`src/rtl/xlat_pkg.sv`:
```
package xlat_pkg;
   localparam int unsigned TAG_W = 3;
   typedef logic [TAG_W-1:0] tag_t;
   localparam tag_t TAG_NONE = '1;
endpackage

```
`src/rtl/xlat_first_free.sv`:
```
module xlat_first_free #(
   parameter int unsigned N  = 8,
   parameter int unsigned IW = (N > 1) ? $clog2(N) : 1
) (
   input  logic [N-1:0]  busy,
   output logic          found,
   output logic [IW-1:0] idx
);
   // Lowest clear bit wins: the scan runs downward so the last write is the lowest index.
   always_comb begin
      found = 1'b0;
      idx   = '0;
      for (int i = N - 1; i >= 0; i--) begin
         if (!busy[i]) begin
            found = 1'b1;
            idx   = IW'(i);
         end
      end
   end
endmodule

```
`src/rtl/xlat_origin_stack.sv`:
```
module xlat_origin_stack
   import xlat_pkg::*;
#(
   parameter int unsigned ORG_W     = 24,
   parameter int unsigned SLOTS     = 7,
   parameter bit          SEL_PURGE = 1'b1
) (
   input  logic             clk,
   input  logic             rst_n,
   input  logic             load,
   input  logic [ORG_W-1:0] org,
   output tag_t             cur_tag,
   output tag_t             next_tag,
   output logic             purge_en,
   output tag_t             purge_tag,
   output logic             flush_all
);
   localparam int unsigned SIDX_W = (SLOTS > 1) ? $clog2(SLOTS) : 1;

   generate
      if (SEL_PURGE) begin : g_stack
         logic [ORG_W-1:0]  org_q [SLOTS];
         logic [SLOTS-1:0]  used_q;
         logic [SLOTS-1:0]  match;
         logic [SIDX_W-1:0] rr_q, hit_idx, free_idx, victim;
         logic              hit, free_found;
         tag_t              cur_q;

         for (genvar s = 0; s < SLOTS; s++) begin : g_cmp
            assign match[s] = used_q[s] && (org_q[s] == org);
         end

         always_comb begin
            hit_idx = '0;
            for (int i = SLOTS - 1; i >= 0; i--)
               if (match[i]) hit_idx = SIDX_W'(i);
         end
         assign hit = |match;

         xlat_first_free #(.N(SLOTS), .IW(SIDX_W)) u_free (
            .busy (used_q),
            .found(free_found),
            .idx  (free_idx)
         );

         assign victim    = free_found ? free_idx : rr_q;
         assign purge_en  = load && !hit;
         assign purge_tag = tag_t'(victim);
         assign flush_all = 1'b0;
         assign cur_tag   = cur_q;
         assign next_tag  = !load ? cur_q : (hit ? tag_t'(hit_idx) : tag_t'(victim));

         always_ff @(posedge clk) begin
            if (!rst_n) begin
               used_q <= '0;
               rr_q   <= '0;
               cur_q  <= TAG_NONE;
            end else begin
               cur_q <= next_tag;
               if (purge_en) begin
                  used_q[victim] <= 1'b1;
                  if (!free_found)
                     rr_q <= (rr_q == SIDX_W'(SLOTS - 1)) ? '0 : rr_q + 1'b1;
               end
            end
         end

         always_ff @(posedge clk) begin
            if (purge_en) org_q[victim] <= org;
         end
      end else begin : g_flush
         tag_t cur_q;
         logic unused_org;
         assign unused_org = ^org;
         assign purge_en   = 1'b0;
         assign purge_tag  = '0;
         assign flush_all  = load;
         assign cur_tag    = cur_q;
         assign next_tag   = load ? tag_t'(0) : cur_q;

         always_ff @(posedge clk) begin
            if (!rst_n) cur_q <= TAG_NONE;
            else        cur_q <= next_tag;
         end
      end
   endgenerate
endmodule

```
`src/rtl/xlat_entry_array.sv`:
```
module xlat_entry_array
   import xlat_pkg::*;
#(
   parameter int unsigned ENTRIES = 16,
   parameter int unsigned VPN_W   = 20,
   parameter int unsigned PFN_W   = 20
) (
   input  logic             clk,
   input  logic             rst_n,
   input  tag_t             cur_tag,
   input  logic [VPN_W-1:0] lk_vpn,
   output logic             lk_hit,
   output logic [PFN_W-1:0] lk_pfn,
   input  logic             flush,
   input  logic             purge_en,
   input  tag_t             purge_tag,
   input  logic             inval_en,
   input  logic [VPN_W-1:0] inval_vpn,
   input  logic             fill_en,
   input  tag_t             fill_tag,
   input  logic [VPN_W-1:0] fill_vpn,
   input  logic [PFN_W-1:0] fill_pfn
);
   localparam int unsigned EIDX_W = $clog2(ENTRIES);

   logic [ENTRIES-1:0] vld_q, keep, hit_vec;
   logic [VPN_W-1:0]   vpn_q [ENTRIES];
   logic [PFN_W-1:0]   pfn_q [ENTRIES];
   tag_t               tag_q [ENTRIES];
   logic [EIDX_W-1:0]  rr_q, free_idx, victim;
   logic               free_found, do_fill;

   for (genvar e = 0; e < ENTRIES; e++) begin : g_ent
      assign keep[e] = vld_q[e] && !flush
                       && !(purge_en && (tag_q[e] == purge_tag))
                       && !(inval_en && (vpn_q[e] == inval_vpn));
      assign hit_vec[e] = vld_q[e] && (vpn_q[e] == lk_vpn)
                          && (tag_q[e] == cur_tag) && (cur_tag != TAG_NONE);
   end

   always_comb begin
      lk_pfn = '0;
      for (int i = 0; i < ENTRIES; i++)
         if (hit_vec[i]) lk_pfn = lk_pfn | pfn_q[i];
   end
   assign lk_hit = |hit_vec;

   xlat_first_free #(.N(ENTRIES), .IW(EIDX_W)) u_free (
      .busy (keep),
      .found(free_found),
      .idx  (free_idx)
   );

   assign victim  = free_found ? free_idx : rr_q;
   assign do_fill = fill_en && (fill_tag != TAG_NONE);

   always_ff @(posedge clk) begin
      if (!rst_n) begin
         vld_q <= '0;
         rr_q  <= '0;
      end else begin
         vld_q <= keep | (do_fill ? (ENTRIES'(1) << victim) : '0);
         if (do_fill && !free_found)
            rr_q <= (rr_q == EIDX_W'(ENTRIES - 1)) ? '0 : rr_q + 1'b1;
      end
   end

   always_ff @(posedge clk) begin
      if (do_fill) begin
         vpn_q[victim] <= fill_vpn;
         pfn_q[victim] <= fill_pfn;
         tag_q[victim] <= fill_tag;
      end
   end
endmodule

```
`src/rtl/tagged_xlat_buf.sv`:
```
module tagged_xlat_buf
   import xlat_pkg::*;
#(
   parameter int unsigned ENTRIES   = 16,
   parameter int unsigned SLOTS     = 7,
   parameter int unsigned VPN_W     = 20,
   parameter int unsigned PFN_W     = 20,
   parameter int unsigned ORG_W     = 24,
   parameter bit          SEL_PURGE = 1'b1
) (
   input  logic                       clk,
   input  logic                       rst_n,
   input  logic                       org_load,
   input  logic [ORG_W-1:0]           org_val,
   input  logic [VPN_W-1:0]           lk_vpn,
   output logic                       lk_hit,
   output logic [PFN_W-1:0]           lk_pfn,
   input  logic                       fill_en,
   input  logic [VPN_W-1:0]           fill_vpn,
   input  logic [PFN_W-1:0]           fill_pfn,
   input  logic                       purge_all,
   input  logic                       inval_en,
   input  logic [VPN_W-1:0]           inval_vpn,
   output logic [xlat_pkg::TAG_W-1:0] cur_tag
);
   if (SLOTS < 1 || SLOTS > (2 ** TAG_W) - 1) begin : g_bad_slots
      $error("SLOTS must leave one tag code free for the no-space value");
   end
   if (ENTRIES < 2) begin : g_bad_entries
      $error("ENTRIES must be at least 2");
   end

   tag_t cur_t, next_t, purge_t;
   logic purge_en, flush_stack;

   xlat_origin_stack #(.ORG_W(ORG_W), .SLOTS(SLOTS), .SEL_PURGE(SEL_PURGE)) u_stack (
      .clk      (clk),
      .rst_n    (rst_n),
      .load     (org_load),
      .org      (org_val),
      .cur_tag  (cur_t),
      .next_tag (next_t),
      .purge_en (purge_en),
      .purge_tag(purge_t),
      .flush_all(flush_stack)
   );

   xlat_entry_array #(.ENTRIES(ENTRIES), .VPN_W(VPN_W), .PFN_W(PFN_W)) u_arr (
      .clk      (clk),
      .rst_n    (rst_n),
      .cur_tag  (cur_t),
      .lk_vpn   (lk_vpn),
      .lk_hit   (lk_hit),
      .lk_pfn   (lk_pfn),
      .flush    (purge_all || flush_stack),
      .purge_en (purge_en),
      .purge_tag(purge_t),
      .inval_en (inval_en),
      .inval_vpn(inval_vpn),
      .fill_en  (fill_en),
      .fill_tag (next_t),
      .fill_vpn (fill_vpn),
      .fill_pfn (fill_pfn)
   );

   assign cur_tag = cur_t;
endmodule

```
`config.mk`:
```
export PLATFORM = sky130hd
export DESIGN_NAME = tagged_xlat_buf
export DESIGN_NICKNAME = d
export VERILOG_FILES = /design/src/rtl/xlat_pkg.sv /design/src/rtl/xlat_first_free.sv /design/src/rtl/xlat_origin_stack.sv /design/src/rtl/xlat_entry_array.sv /design/src/rtl/tagged_xlat_buf.sv
export SDC_FILE = /design/constraint.sdc
export NUM_CORES = 1
export LEC_CHECK = 0
export BUFFER_PORTS_ARGS = -buffer_cell sky130_fd_sc_hd__buf_2
export CORE_ASPECT_RATIO = 1.25
export CORE_MARGIN = 2
export CORE_UTILIZATION = 62
export CTS_CLUSTER_SIZE = 24
export DETAILED_ROUTE_END_ITERATION = 16
export PLACE_DENSITY = 0.91
export SETUP_SLACK_MARGIN = 0.4
export SKIP_LAST_GASP = 1
export SLEW_MARGIN = 5
export SYNTH_ARGS = -nofsm -noshare
export SYNTH_HDL_FRONTEND = slang
export SYNTH_SLANG_ARGS = --single-unit
```
`constraint.sdc`:
```
create_clock -name clk -period 17.1 [get_ports clk]
set_input_delay 3.42 -clock clk [delete_from_list [all_inputs] [get_ports clk]]
set_output_delay 3.42 -clock clk [all_outputs]
set_load 0.005 [all_outputs]
```
==> metrics.log <==
[metrics] result of the run: complete, no violations
[metrics] worst slew margin relative to its limit: 15.9%
[metrics] remaining global-route overflow: 0
[metrics] setup TNS after final layout: 0 ps
[metrics] Final Setup Violations: 0
[metrics] most frequent cells in the layout: sky130_fd_sc_hd__edfxtp_1, sky130_fd_sc_hd__xor2_1, sky130_fd_sc_hd__xnor2_1
[metrics] Worst Hold Path EP: u_arr.rr_q[0]
[metrics] num ports: 134
[metrics] Synth warnings: 0
[metrics] final critical delay including setup and external delays: 10,500 ps
[metrics] Critical R2R Launch: u_stack.g_stack.used_q[6]
[metrics] Hold Buf Count CTS: 0
[metrics] non-filler instance count after layout: 3,868
[metrics] count of cells along the worst hold path: 2
[metrics] most common cell after layout, fill and taps aside: sky130_fd_sc_hd__edfxtp_1
[metrics] Max Slew Vio Count: 0
[metrics] clock-pin slew on the worst setup and hold paths: 60 ps
[metrics] Detail Route met2 WL: 62.8 mm
[metrics] width of the die: 234 um
[metrics] synthesized flop and latch total: 889
[metrics] fraction of synthesized cell area taken by the top area cell type: 62.7%
[metrics] Final GP Congestion: 0.979
[metrics] die height: 291 um
[metrics] end of the worst register-to-register path: u_arr.pfn_q[4][19]
[metrics] logic depth of the worst register-to-register path: 11
[metrics] peak supply drop: 0.000110 V
[metrics] placed instance count: 3,708
[metrics] data required time at the worst endpoint: 13,680 ps
[metrics] antenna-violating nets left: 0
[metrics] HPWL after DPL: 80.7 mm
[metrics] Clock Tree Root: sky130_fd_sc_hd__clkbuf_16
[metrics] max layer used: met5
[metrics] Worst Skew: 58.6 ps
[metrics] routed wire length per instance: 34.4 um
[metrics] post-cts resize count: 0
[metrics] Final Cell Area: 45,200 sq um
[metrics] iteration-0 DRC count of the detailed router: 4,556
[metrics] Netlist cell types: 89
[metrics] total cell area at the placement stage: 42,400 sq um
[metrics] vias per cell: 7.17
[metrics] iteration count of the initial detailed-routing pass: 6
[metrics] worst skew pair latency: 690 ps
[metrics] most used flip-flop cell after synthesis: sky130_fd_sc_hd__edfxtp_1
[metrics] Max-Cap Viols: 0
[metrics] share of synthesized area occupied by flip-flops and latches: 64.3%
[metrics] number of instances in the synthesized netlist: 2,846
[metrics] register-to-register setup slack: 11,430 ps
[metrics] clock tree from TritonCTS: done
[metrics] overall power after layout: 4.65 mW
[metrics] share of flip-flops with an asynchronous set or reset: 0%
[metrics] crit share post-route: 61.4%
[metrics] wire length on met3: 16.2 mm
[metrics] share of final-layout standard cells stronger than drive strength 1: 12.2%
[metrics] pin count of the biggest net entering global routing: 44
[metrics] number of antenna violations at the first check in global routing: 2
[metrics] capturing element type of the critical path: output port
[metrics] HP Class: reg -> reg
[metrics] final-stage net count: 3,051
[metrics] number of buffers created by CTS: 86
[metrics] worst path arrival time: 7080 ps
[metrics] Synth area leader: sky130_fd_sc_hd__edfxtp_1
[metrics] floorplan die area: 68,200 sq um
[metrics] DRC Markers: 0
[metrics] transition time of the tightest slew-check pin: 1260 ps
[metrics] dominant cells by area after synthesis: sky130_fd_sc_hd__edfxtp_1, sky130_fd_sc_hd__xor2_1, sky130_fd_sc_hd__xnor2_1, sky130_fd_sc_hd__nor4_1, sky130_fd_sc_hd__dfxtp_1
[metrics] Post-synth EDFFs: 856
[metrics] via count of the routed design: 27,726
[metrics] I/O Buffers: 133
[metrics] Std-Cell Core Area: 65,600 sq um
[metrics] routed metal-1 wirelength: 44.8 mm
[metrics] maximum clock rate: 0.0953 GHz
[metrics] Final Hold Vio Count: 0
[metrics] count of standard-cell rows: 105
[metrics] average instance area after synthesis: 14.4 sq um
[metrics] unrepaired setup endpoints after global routing: no
[metrics] number of buffers between clock root and the deepest sink: 3
[metrics] start point of the worst hold path: u_arr.rr_q[0]
[metrics] total track usage: 39.0%
[metrics] synthesized area: 41,000 sq um
[metrics] WS Path Type: in -> out
[metrics] Syn Nets: 2,957
[metrics] leakage power: 14.3 nW
[metrics] P per Cell Area: 103 nW/um^2
[metrics] wire length of the first global-routing pass: 189 mm
[metrics] starting density of the core: 62.5%
[metrics] critical path startpoint category: primary input
[metrics] peak fanout along the critical path: 21
[metrics] Syn-to-layout area delta: 10.4%
[metrics] count of buffers added by post-CTS timing repair for setup: 0
[metrics] routed wire length: 133 mm
[metrics] number of clock sinks: 889
[metrics] layout filler cell count: 4,228
[metrics] number of global-route vias before repair: 27,541
[metrics] number of levels the H-tree was split into: 3
==> flip-flops by register name, indices dropped and copies added (netlist names) <==
| register | flops |
|---|---|
| u_stack.g_stack.used_q | 7 |
| u_arr.vld_q | 16 |
| u_arr.tag_q | 48 |
| u_stack.cur_tag | 3 |
| u_stack.g_stack.rr_q | 3 |
| u_stack.g_stack.org_q | 168 |
| u_arr.rr_q | 4 |
| u_arr.vpn_q | 320 |
| u_arr.pfn_q | 320 |
==> metal layers <==
layer / GRT usage [%] / vias up
met3: 8.51 / 668
met2: 62.7 / 2472
met1: 49.0 / 13585
met5: 0 / -
met4: 22.3 / 2
li1: - / 10999
==> cells by family (layout without fill, tap and decap cells) <==
logic type               count (synthesis)  in the layout  share of synthesized area, %
adder cells (fa/ha/maj)                  1              1                        0.0305
buffers and inverters                  208            372                          2.52
AO/OA/AOI/OAI                          340            340                          6.89
flip-flops                             889            889                          64.3
AND/OR/NAND/NOR                        545            545                          7.76
other                                    0              2                             0
XOR/XNOR                               863            863                          18.4
==> cells in the mapped netlist, types with 40 or more instances <==
cell                       instances
sky130_fd_sc_hd__a221oi_1         40
sky130_fd_sc_hd__a22o_1           43
sky130_fd_sc_hd__a22oi_1          42
sky130_fd_sc_hd__buf_2            43
sky130_fd_sc_hd__clkbuf_1         80
sky130_fd_sc_hd__edfxtp_1        856
sky130_fd_sc_hd__nand2_1          47
sky130_fd_sc_hd__nand3_1          64
sky130_fd_sc_hd__nand4_1          97
sky130_fd_sc_hd__nor3_1           68
sky130_fd_sc_hd__nor4_1          145
sky130_fd_sc_hd__xnor2_1         385
sky130_fd_sc_hd__xor2_1          478
==> worst max-delay path by stage <==
stage	startpoint	end	slack, ps	cells after the start
3_5_place_dp	lk_vpn[12]	lk_pfn[3]	6800	11
6_report	lk_vpn[12]	lk_pfn[3]	6600	11
2_1_floorplan	org_val[3]	u_arr.pfn_q[0][0]	7610	13
5_1_grt	lk_vpn[12]	lk_pfn[16]	6620	11
4_1_cts	lk_vpn[12]	lk_pfn[3]	6770	11
3_3_place_gp	lk_vpn[12]	lk_pfn[3]	6770	11
==> worst max-delay path, stage by stage <==
cell and delay, ps:
sky130_fd_sc_hd__buf_2 620, sky130_fd_sc_hd__xor2_1 150, sky130_fd_sc_hd__nor4_1 880, sky130_fd_sc_hd__nand4_1 210, sky130_fd_sc_hd__nor4_2 570, sky130_fd_sc_hd__buf_4 420, sky130_fd_sc_hd__a22o_1 220, sky130_fd_sc_hd__a221oi_1 50
sky130_fd_sc_hd__and3_1 180, sky130_fd_sc_hd__o2111ai_1 140, sky130_fd_sc_hd__buf_2 170
==> report_power, final <==
| part | internal, mW | leakage, nW | switching [mW] |
|---|---|---|---|
| combinational | 0.0852 | 4.90 | 0.228 |
| clock | 1.07 | 1.37 | 0.847 |
| sequential | 2.41 | 8.01 | 0.0116 |
==> area by class of cell <==
cell class              count  area (sq um)  area share, %
clock buffers             108          2240           4.96
multi-input cells        1749         13800           30.5
diodes                      2          5.00         0.0111
flip-flops and latches    889         26400           58.3
repair buffers            181          1030           2.27
inverters                  33           124          0.274
clock inverters            50           608           1.34
well taps                 856          1070           2.37
==> stage by stage <==
step / worst slack [ps] / util, % / hold slack, ps
6_report: 6600 / 69.0 / 576
3_3_place_gp: 6770 / 64.6 / 508
4_1_cts: 6770 / 69.0 / 561
3_5_place_dp: 6800 / 64.6 / 551
2_1_floorplan: 7610 / - / 477
5_1_grt: 6620 / 69.0 / 582
No activity file was read; power rests on OpenSTA's default activity.
